**config.mk**
```make
export PLATFORM = sky130hd
export DESIGN_NAME = irq_router
export DESIGN_NICKNAME = d
export VERILOG_FILES = /design/src/rtl/irq_router_pkg.sv /design/src/rtl/irq_swizzle.sv /design/src/rtl/irq_level_store.sv /design/src/rtl/irq_route_regs.sv /design/src/rtl/irq_steer.sv /design/src/rtl/irq_router.sv
export SDC_FILE = /design/constraint.sdc
export NUM_CORES = 1
export LEC_CHECK = 0
export ABC_CLOCK_PERIOD_IN_PS = 2200
export BUFFER_PORTS_ARGS = -buffer_cell sky130_fd_sc_hd__buf_2
export CAP_MARGIN = 30
export CORE_ASPECT_RATIO = 0.5
export CORE_MARGIN = 2
export CORE_UTILIZATION = 40
export CTS_BUF_LIST = sky130_fd_sc_hd__clkbuf_8
export DETAILED_ROUTE_END_ITERATION = 10
export HOLD_SLACK_MARGIN = 0.15
export MAX_ROUTING_LAYER = met4
export PLACE_DENSITY = 0.6
export SLEW_MARGIN = 20
export SYNTH_ARGS = -nofsm -noshare
export SYNTH_HDL_FRONTEND = slang
export SYNTH_SLANG_ARGS = --single-unit
export TNS_END_PERCENT = 20
```
**constraint.sdc**
```tcl
create_clock -name clk_i -period 2.2 [get_ports clk_i]
set_input_delay 0.33 -clock clk_i [delete_from_list [all_inputs] [get_ports clk_i]]
set_output_delay 0.33 -clock clk_i [all_outputs]
set_load 0.1 [all_outputs]
```
**src/rtl/irq_router_pkg.sv**
```systemverilog
package irq_router_pkg;
  localparam int unsigned DEVFN_W    = 8;
  localparam int unsigned SLOT_LSB   = 3;
  localparam int unsigned PIN_W      = 2;
  localparam int unsigned CFG_ADDR_W = 8;
  localparam int unsigned ROUTE_W    = 8;
  localparam logic [ROUTE_W-1:0] ROUTE_RESET = 8'h80;
  localparam logic [CFG_ADDR_W-1:0] ROUTE_BASE = 8'h60;

  typedef logic [DEVFN_W-1:0] devfn_t;
  typedef logic [ROUTE_W-1:0] route_t;
endpackage

```
**src/rtl/irq_swizzle.sv**
```systemverilog
module irq_swizzle
  import irq_router_pkg::*;
#(
  parameter int unsigned NUM_LINES = 4,
  localparam int unsigned LINE_W = (NUM_LINES > 1) ? $clog2(NUM_LINES) : 1
) (
  input  devfn_t            devfn_i,
  input  logic [PIN_W-1:0]  pin_i,
  output logic [LINE_W-1:0] line_o
);
  localparam int unsigned SLOT_W = DEVFN_W - SLOT_LSB;
  logic [SLOT_W-1:0] slot;
  logic [SLOT_W:0]   sum;

  assign slot = devfn_i[DEVFN_W-1:SLOT_LSB];
  assign sum  = {1'b0, slot} + {{(SLOT_W+1-PIN_W){1'b0}}, pin_i};
  // mod NUM_LINES; NUM_LINES is a power of two
  assign line_o = sum[LINE_W-1:0];
endmodule

```
**src/rtl/irq_level_store.sv**
```systemverilog
module irq_level_store #(
  parameter int unsigned NUM_FUNCS = 64,
  parameter int unsigned NUM_LINES = 4,
  localparam int unsigned FUNC_W = (NUM_FUNCS > 1) ? $clog2(NUM_FUNCS) : 1,
  localparam int unsigned LINE_W = (NUM_LINES > 1) ? $clog2(NUM_LINES) : 1
) (
  input  logic                 clk_i,
  input  logic                 rst_ni,
  input  logic                 we_i,
  input  logic [FUNC_W-1:0]    func_i,
  input  logic [LINE_W-1:0]    line_i,
  input  logic                 level_i,
  output logic [NUM_LINES-1:0] line_any_o
);
  logic func_ok;
  assign func_ok = 32'(func_i) < NUM_FUNCS;

  for (genvar l = 0; l < NUM_LINES; l++) begin : g_line
    logic [NUM_FUNCS-1:0] bits_q;
    logic hit;
    assign hit = we_i && func_ok && (32'(line_i) == l);

    always_ff @(posedge clk_i or negedge rst_ni) begin
      if (!rst_ni) begin
        bits_q <= '0;
      end else if (hit) begin
        bits_q[func_i] <= level_i;
      end
    end

    assign line_any_o[l] = |bits_q;
  end
endmodule

```
**src/rtl/irq_route_regs.sv**
```systemverilog
module irq_route_regs
  import irq_router_pkg::*;
#(
  parameter int unsigned NUM_LINES = 4
) (
  input  logic                          clk_i,
  input  logic                          rst_ni,
  input  logic                          we_i,
  input  logic [CFG_ADDR_W-1:0]         addr_i,
  input  route_t                        wdata_i,
  output logic [NUM_LINES*ROUTE_W-1:0]  route_o
);
  for (genvar l = 0; l < NUM_LINES; l++) begin : g_reg
    localparam logic [CFG_ADDR_W-1:0] MY_ADDR = ROUTE_BASE + CFG_ADDR_W'(l);
    route_t q;

    always_ff @(posedge clk_i or negedge rst_ni) begin
      if (!rst_ni) begin
        q <= ROUTE_RESET;
      end else if (we_i && (addr_i == MY_ADDR)) begin
        q <= wdata_i;
      end
    end

    assign route_o[l*ROUTE_W +: ROUTE_W] = q;
  end
endmodule

```
**src/rtl/irq_steer.sv**
```systemverilog
module irq_steer
  import irq_router_pkg::*;
#(
  parameter int unsigned NUM_LINES = 4,
  parameter int unsigned NUM_OUTS  = 16
) (
  input  logic [NUM_LINES-1:0]         line_any_i,
  input  logic [NUM_LINES*ROUTE_W-1:0] route_i,
  output logic [NUM_OUTS-1:0]          irq_o
);
  for (genvar o = 0; o < NUM_OUTS; o++) begin : g_out
    logic [NUM_LINES-1:0] sel;
    for (genvar l = 0; l < NUM_LINES; l++) begin : g_src
      // values >= NUM_OUTS never match an output index: line disconnected
      assign sel[l] = line_any_i[l] && (route_i[l*ROUTE_W +: ROUTE_W] == ROUTE_W'(o));
    end
    assign irq_o[o] = |sel;
  end
endmodule

```
**src/rtl/irq_router.sv**
```systemverilog
module irq_router
  import irq_router_pkg::*;
#(
  parameter int unsigned NUM_FUNCS = 64,
  parameter int unsigned NUM_LINES = 4,
  parameter int unsigned NUM_OUTS  = 16,
  localparam int unsigned FUNC_W = (NUM_FUNCS > 1) ? $clog2(NUM_FUNCS) : 1,
  localparam int unsigned LINE_W = (NUM_LINES > 1) ? $clog2(NUM_LINES) : 1
) (
  input  logic                  clk_i,
  input  logic                  rst_ni,
  input  logic                  req_valid_i,
  input  logic [FUNC_W-1:0]     req_func_i,
  input  logic [DEVFN_W-1:0]    req_devfn_i,
  input  logic [PIN_W-1:0]      req_pin_i,
  input  logic                  req_level_i,
  input  logic                  cfg_we_i,
  input  logic [CFG_ADDR_W-1:0] cfg_addr_i,
  input  logic [ROUTE_W-1:0]    cfg_wdata_i,
  output logic [NUM_OUTS-1:0]   irq_o
);
  logic [LINE_W-1:0]            req_line;
  logic [NUM_LINES-1:0]         line_any;
  logic [NUM_LINES*ROUTE_W-1:0] route_flat;

  irq_swizzle #(.NUM_LINES(NUM_LINES)) u_swizzle (
    .devfn_i (req_devfn_i),
    .pin_i   (req_pin_i),
    .line_o  (req_line)
  );

  irq_level_store #(.NUM_FUNCS(NUM_FUNCS), .NUM_LINES(NUM_LINES)) u_levels (
    .clk_i      (clk_i),
    .rst_ni     (rst_ni),
    .we_i       (req_valid_i),
    .func_i     (req_func_i),
    .line_i     (req_line),
    .level_i    (req_level_i),
    .line_any_o (line_any)
  );

  irq_route_regs #(.NUM_LINES(NUM_LINES)) u_routes (
    .clk_i   (clk_i),
    .rst_ni  (rst_ni),
    .we_i    (cfg_we_i),
    .addr_i  (cfg_addr_i),
    .wdata_i (cfg_wdata_i),
    .route_o (route_flat)
  );

  irq_steer #(.NUM_LINES(NUM_LINES), .NUM_OUTS(NUM_OUTS)) u_steer (
    .line_any_i (line_any),
    .route_i    (route_flat),
    .irq_o      (irq_o)
  );
endmodule

```
Word-level counts from Yosys, hierarchy flattened
Cells that the tools add are included.
- register bits: 288
- latch bits: 0
- RAM bits: 0
- memory bits (read-only): 0
- bits of input ports: 37
- output and inout bits: 16
- word-level logic and storage cells: 182
- memories kept: 0
- $add $sub $neg: 1
- multiply operators: 0
- divide/modulo/power cells: 0
- order comparisons: 2
- equality and inequality tests: 67
- shifts and indexed selects: 0
- muxes and demuxes: 6
- bitwise logic cells: 0
- reduce and logical (&&, ||, !) cells: 98
- operators with widths (kind ; number):
    64-bit bitwise mux ; 4
    8-bit by 4-bit equality test with 1-bit output (second input constant) ; 32
    64-bit OR reduction ; 4
    8-bit by 3-bit equality test with 1-bit output (second input constant) ; 16
    1-bit logical AND ; 73
    8-bit by 2-bit equality test with 1-bit output (second input constant) ; 8
    4-bit OR reduction ; 16
    8-bit by 1-bit equality test with 1-bit output (second input constant) ; 4
    8-bit by 7-bit equality test with 1-bit output (second input constant) ; 4
    8-bit logical NOT ; 4
    6-bit by 7-bit < comparator with 1-bit output (second input constant) ; 1
    1-bit demux with 6-bit select ; 1
    6-bit by 1-bit >= comparator with 1-bit output (second input constant) ; 1
    2-bit equality test (second input constant) ; 2
    2-bit adder ; 1
    2-bit by 1-bit equality test with 1-bit output (second input constant) ; 1
    2-bit logical NOT ; 1
    1-bit two-way mux ; 1

Longest topological paths before layout
- depth after elaboration: 5
- depth in mapped cells: 7
- depth with buffers taken out: 6

Cells and area by module
A second synthesis with hierarchy kept.
- cells, all modules: 1161
- area, all modules: 14656.6 um^2
- by module, submodules not included (module ; times used ; cells an instance ; area an instance (um^2) ; seq. area each (um^2)):
    irq_level_store ; 1 ; 983 ; 12664.6 ; 6406.1
    irq_route_regs ; 1 ; 72 ; 1270.0 ; 805.8
    irq_steer ; 1 ; 104 ; 685.7 ; 0.0
    irq_swizzle ; 1 ; 2 ; 36.3 ; 0.0

Worst setup path before layout
OpenSTA, ideal clock, no wires.
- path kind: reg2out
- start: register u_levels.g_line[0].bits_q[0]
- end: output irq_o[12]
- arrival time: 2.476 ns
- required time: 1.870 ns
- path slack: -0.606 ns
- stages on the path, launching flop included: 8
- path buffers: 2
- cell sequence: dfrtp_1 > nor4_1 > nand4_1 > or4_1 > buf_6 > buf_8 > nand4_1 > nand4_1
- cells in the longest elaborated chain, start to end: 3
- RTL lines (what ; line ; source):
    from (decl) ; irq_level_store.sv:19 ; logic [NUM_FUNCS-1:0] bits_q;
    from (signal, indexed assignment) ; irq_level_store.sv:27 ; bits_q[func_i] <= level_i;
    64-bit OR reduction ; irq_level_store.sv:31 ; assign line_any_o[l] = |bits_q;
    1-bit logical AND ; irq_steer.sv:15 ; assign sel[l] = line_any_i[l] && (route_i[l*ROUTE_W +: ROUTE_W] == ROUTE_W'(o));
    4-bit OR reduction ; irq_steer.sv:17 ; assign irq_o[o] = |sel;
    to (decl) ; irq_router.sv:20 ; output logic [NUM_OUTS-1:0] irq_o
Every way passes these cells.

Worst setup path in the final report
- start: register u_levels.g_line[1].bits_q[44]
- end: output irq_o[3]
- cells in the longest elaborated chain, start to end: 3
- RTL lines (what ; line):
    from (decl) ; irq_level_store.sv:19
    from (signal, indexed assignment) ; irq_level_store.sv:27
    64-bit OR reduction ; irq_level_store.sv:31
    1-bit logical AND ; irq_steer.sv:15
    4-bit OR reduction ; irq_steer.sv:17
Every way passes these cells.

==> flow_metrics.py <==
metrics = {
    "critical_path": {
        "arrival_ps": 2860,
        "startpoint_type": "flip-flop",
        "crit_fanout": 16,
        "critPathRequiredTime_ps": 1870,
        "end_kind": "output pin",
        "path_class": "reg2out",
    },
    "routing": {
        "via_per_inst": 5.49,
        "vias": 10100,
        "drt_iter0_markers": 733,
        "drt_pass1_iterations": 5,
        "wl_per_cell_um": 18.9,
        "totalWireLength_mm": 34.6,
        "ant_nets": 0,
        "route.detailed.drc": 0,
    },
    "placement": {
        "port_buffers": 46,
        "hpwl_mm": 23.2,
        "preCtsSetupSlack_ps": -718,
        "placedCellCount": 1752,
        "place_congestion": 0.934,
    },
    "power_and_ir_drop": {
        "power_w": 0.0121,
        "netSwitchingPower_w": 0.00339,
        "powerDensity_nw_per_um2": 748,
        "p_leak_nw": 7.47,
        "p_comb_frac": 0.172,
        "netSwitchingFraction": 0.280,
        "power_frac_clock": 0.346,
        "ir_drop_mv": 0.303,
        "power_report.internal_total_w": 0.00873,
        "pwr-share-seq": 0.481,
    },
    "logic_synthesis": {
        "synth_fa_ha_area_frac": 0.000910,
        "synth-simple-area-share": 0.206,
        "yosys_warnings": 0,
        "synth-seq-cells": 288,
        "synth-edff-count": 0,
        "seq_area_frac_synth": 0.525,
        "syn-num-nets": 1297,
        "synth_cell_types": 37,
        "synth_compound_area_frac": 0.00282,
        "yosys_most_used_dff": "dfrtp_1",
        "yosys-top-cells-count": "dfrtp_1 (284), mux2_2 (278), nor2_1 (260)",
        "syn_avg_cell_area_um2": 10.9,
        "synth-xor-area-share": 0.00246,
        "postSynth.asyncResetShare": 1.00,
        "synth_top_area_cell": "dfrtp_1",
        "syn_area_um2": 13700,
        "synth.top_cell.area_share": 0.517,
        "synth_mux_area_frac": 0.236,
        "synth_top_family_by_area": "multiplexers",
        "syn-instance-count": 1259,
        "synth.area.top_cells": "dfrtp_1 (52%), mux2_2 (23%), nor2_1 (7.1%)",
        "yosysMostFrequentCell": "dfrtp_1",
    },
    "floorplan": {
        "rows": 47,
        "die_y_um": 135,
        "die_area_um2": 35900,
        "core_area_um2": 33500,
        "initial_core_util": 0.411,
        "fp.dieW_um": 266,
        "num_io_pins": 53,
    },
    "grt": {
        "grt_overflow_total": 0,
        "grt_pass1_wl_mm": 55.4,
        "grt_max_degree": 91,
        "antenna_found_initial": 0,
        "grt_pass1_vias": 10200,
        "track_usage": 0.201,
    },
    "sta": {
        "worst_pin_slew_ps": 533,
        "fmax_ghz": 0.313,
        "relSlewSlack": 0.645,
        "drv_slew": 0,
        "clock_skew_ps": 0,
        "finalHoldViolations": 0,
        "finalSetupViolCount": 16,
        "finalWorstSetupSlack_ps": -995,
        "period_share": 1.45,
        "period_needed_ps": 3190,
        "rsz0062_at_grt": "yes",
    },
    "finish": {
        "syn2layout_area_growth_pct": 17.9,
        "num_antenna_cells": 0,
        "drive_above_1_share": 0.365,
        "finalNonFillerCells": 1835,
        "utilization": 0.484,
        "layout.nets": 1407,
    },
    "cts": {
        "clock_sinks": 288,
        "numCtsBuffers": 43,
        "clkLatencyLatePin_ps": 540,
        "cts_tree": "done",
        "path_clk_slew_ps": 60,
        "root_buffer": "clkbuf_8",
        "clock_path_buffers": 3,
        "h-tree-depth": 2,
    },
    "job": {
        "drv_cap": 0,
    },
    "run_status": {
        "violations": "setup timing",
        "outcome": "finished with violations",
    },
    "hold_path": {
        "hp-class": "in2reg",
    },
}
[per-layer routing]
metal,vias to the layer above,track usage,part of all wire
met3,54,0.0326,0.058
li1,4631,-,-
met2,302,0.314,0.46
met4,0,0.0646,0.022
met5,-,-,0
met1,5091,0.271,0.46
[power by group through the flow]
stage               Clock, W  Combinational [W]  Sequential [W]
finish               0.00420            0.00209         0.00583
global route         0.00459            0.00223         0.00587
CTS                  0.00433            0.00199         0.00582
detailed placement         0            0.00191         0.00590
global placement           0            0.00190         0.00588
floorplan                  0            0.00107         0.00584
[layout make-up]
type                            count  area, um^2
Clock buffer                       55         757
Clock inverter                     15        56.3
Multi-Input combinational cell    893        6330
Fill cell                        2929       17300
Tap cell                          441         552
Timing Repair Buffer              143        1290
Sequential cell                   288        7210
[kinds of logic after synthesis]
| kind of cell | count (synthesis) |
|---|---|
| adder cells (fa/ha/maj) | 1 |
| flip-flops | 288 |
| XOR/XNOR | 3 |
| AO/OA/AOI/OAI | 5 |
| buffers and inverters | 79 |
| multiplexers | 288 |
| AND/OR/NAND/NOR | 595 |
[timing repair]
action / CTS / global route
gates cloned: 0 / 1
setup buffers: 0 / 3
hold endpoints to repair: 101 / 0
resized for setup: 50 / 15
hold buffers: 10 / 0
pin swaps: 5 / 10
endpoints found under the setup margin: 16 / 16
[worst max-delay path: stages, from the launching register on]
cell,delay (ps)
dfrtp_1,380
nor4_2,290
buf_4,160
nand4_1,250
or4_4,580
buf_8,170
a22oi_2,180
nand3_2,130
buf_12,190
[sequential cells by signal, indices dropped and copies added (netlist names)]
register / count
u_routes.g.q: 32
u_levels.g_line.bits_q: 256
[metrics by stage]
step	hold WS [ps]	TNS [ps]	instance area [um^2]
after detailed placement	324	-10490	15000
after CTS	234	-16630	16100
final	268	-15070	16200
after global placement	317	-10720	15000
after floorplan	34.4	-8510	13700
after global routing	255	-16890	16200
[worst paths after layout]
path | slack (ps) | end | start | cells past startpoint
worst min-delay path | 270 | u_routes.g_reg[0].q[2] | cfg_addr_i[1] | 3
min in group asynchronous | 330 | u_levels.g_line[0].bits_q[11] | rst_ni | 2
max in group asynchronous | 1160 | u_levels.g_line[3].bits_q[48] | rst_ni | 3
worst min register to register | 490 | u_levels.g_line[1].bits_q[17] | u_levels.g_line[1].bits_q[17] | 1
worst max-delay path | -990 | irq_o[3] | u_levels.g_line[1].bits_q[44] | 8
worst max register to register | 1300 | u_routes.g_reg[3].q[1] | u_routes.g_reg[3].q[1] | 1
[layout by cell type, fill, tap and decap left out, drive strengths merged, types with 15 or more instances in the layout]
cell type	synthesis	layout
mux2	288	288
nand2b	16	16
clkbuf	46	55
dfrtp	284	284
nor2	261	261
buf	33	133
nand2	121	121
nand4	31	31
nor4	87	87
nor3	39	39
inv	0	15
Power figures use the tool's default switching activity.
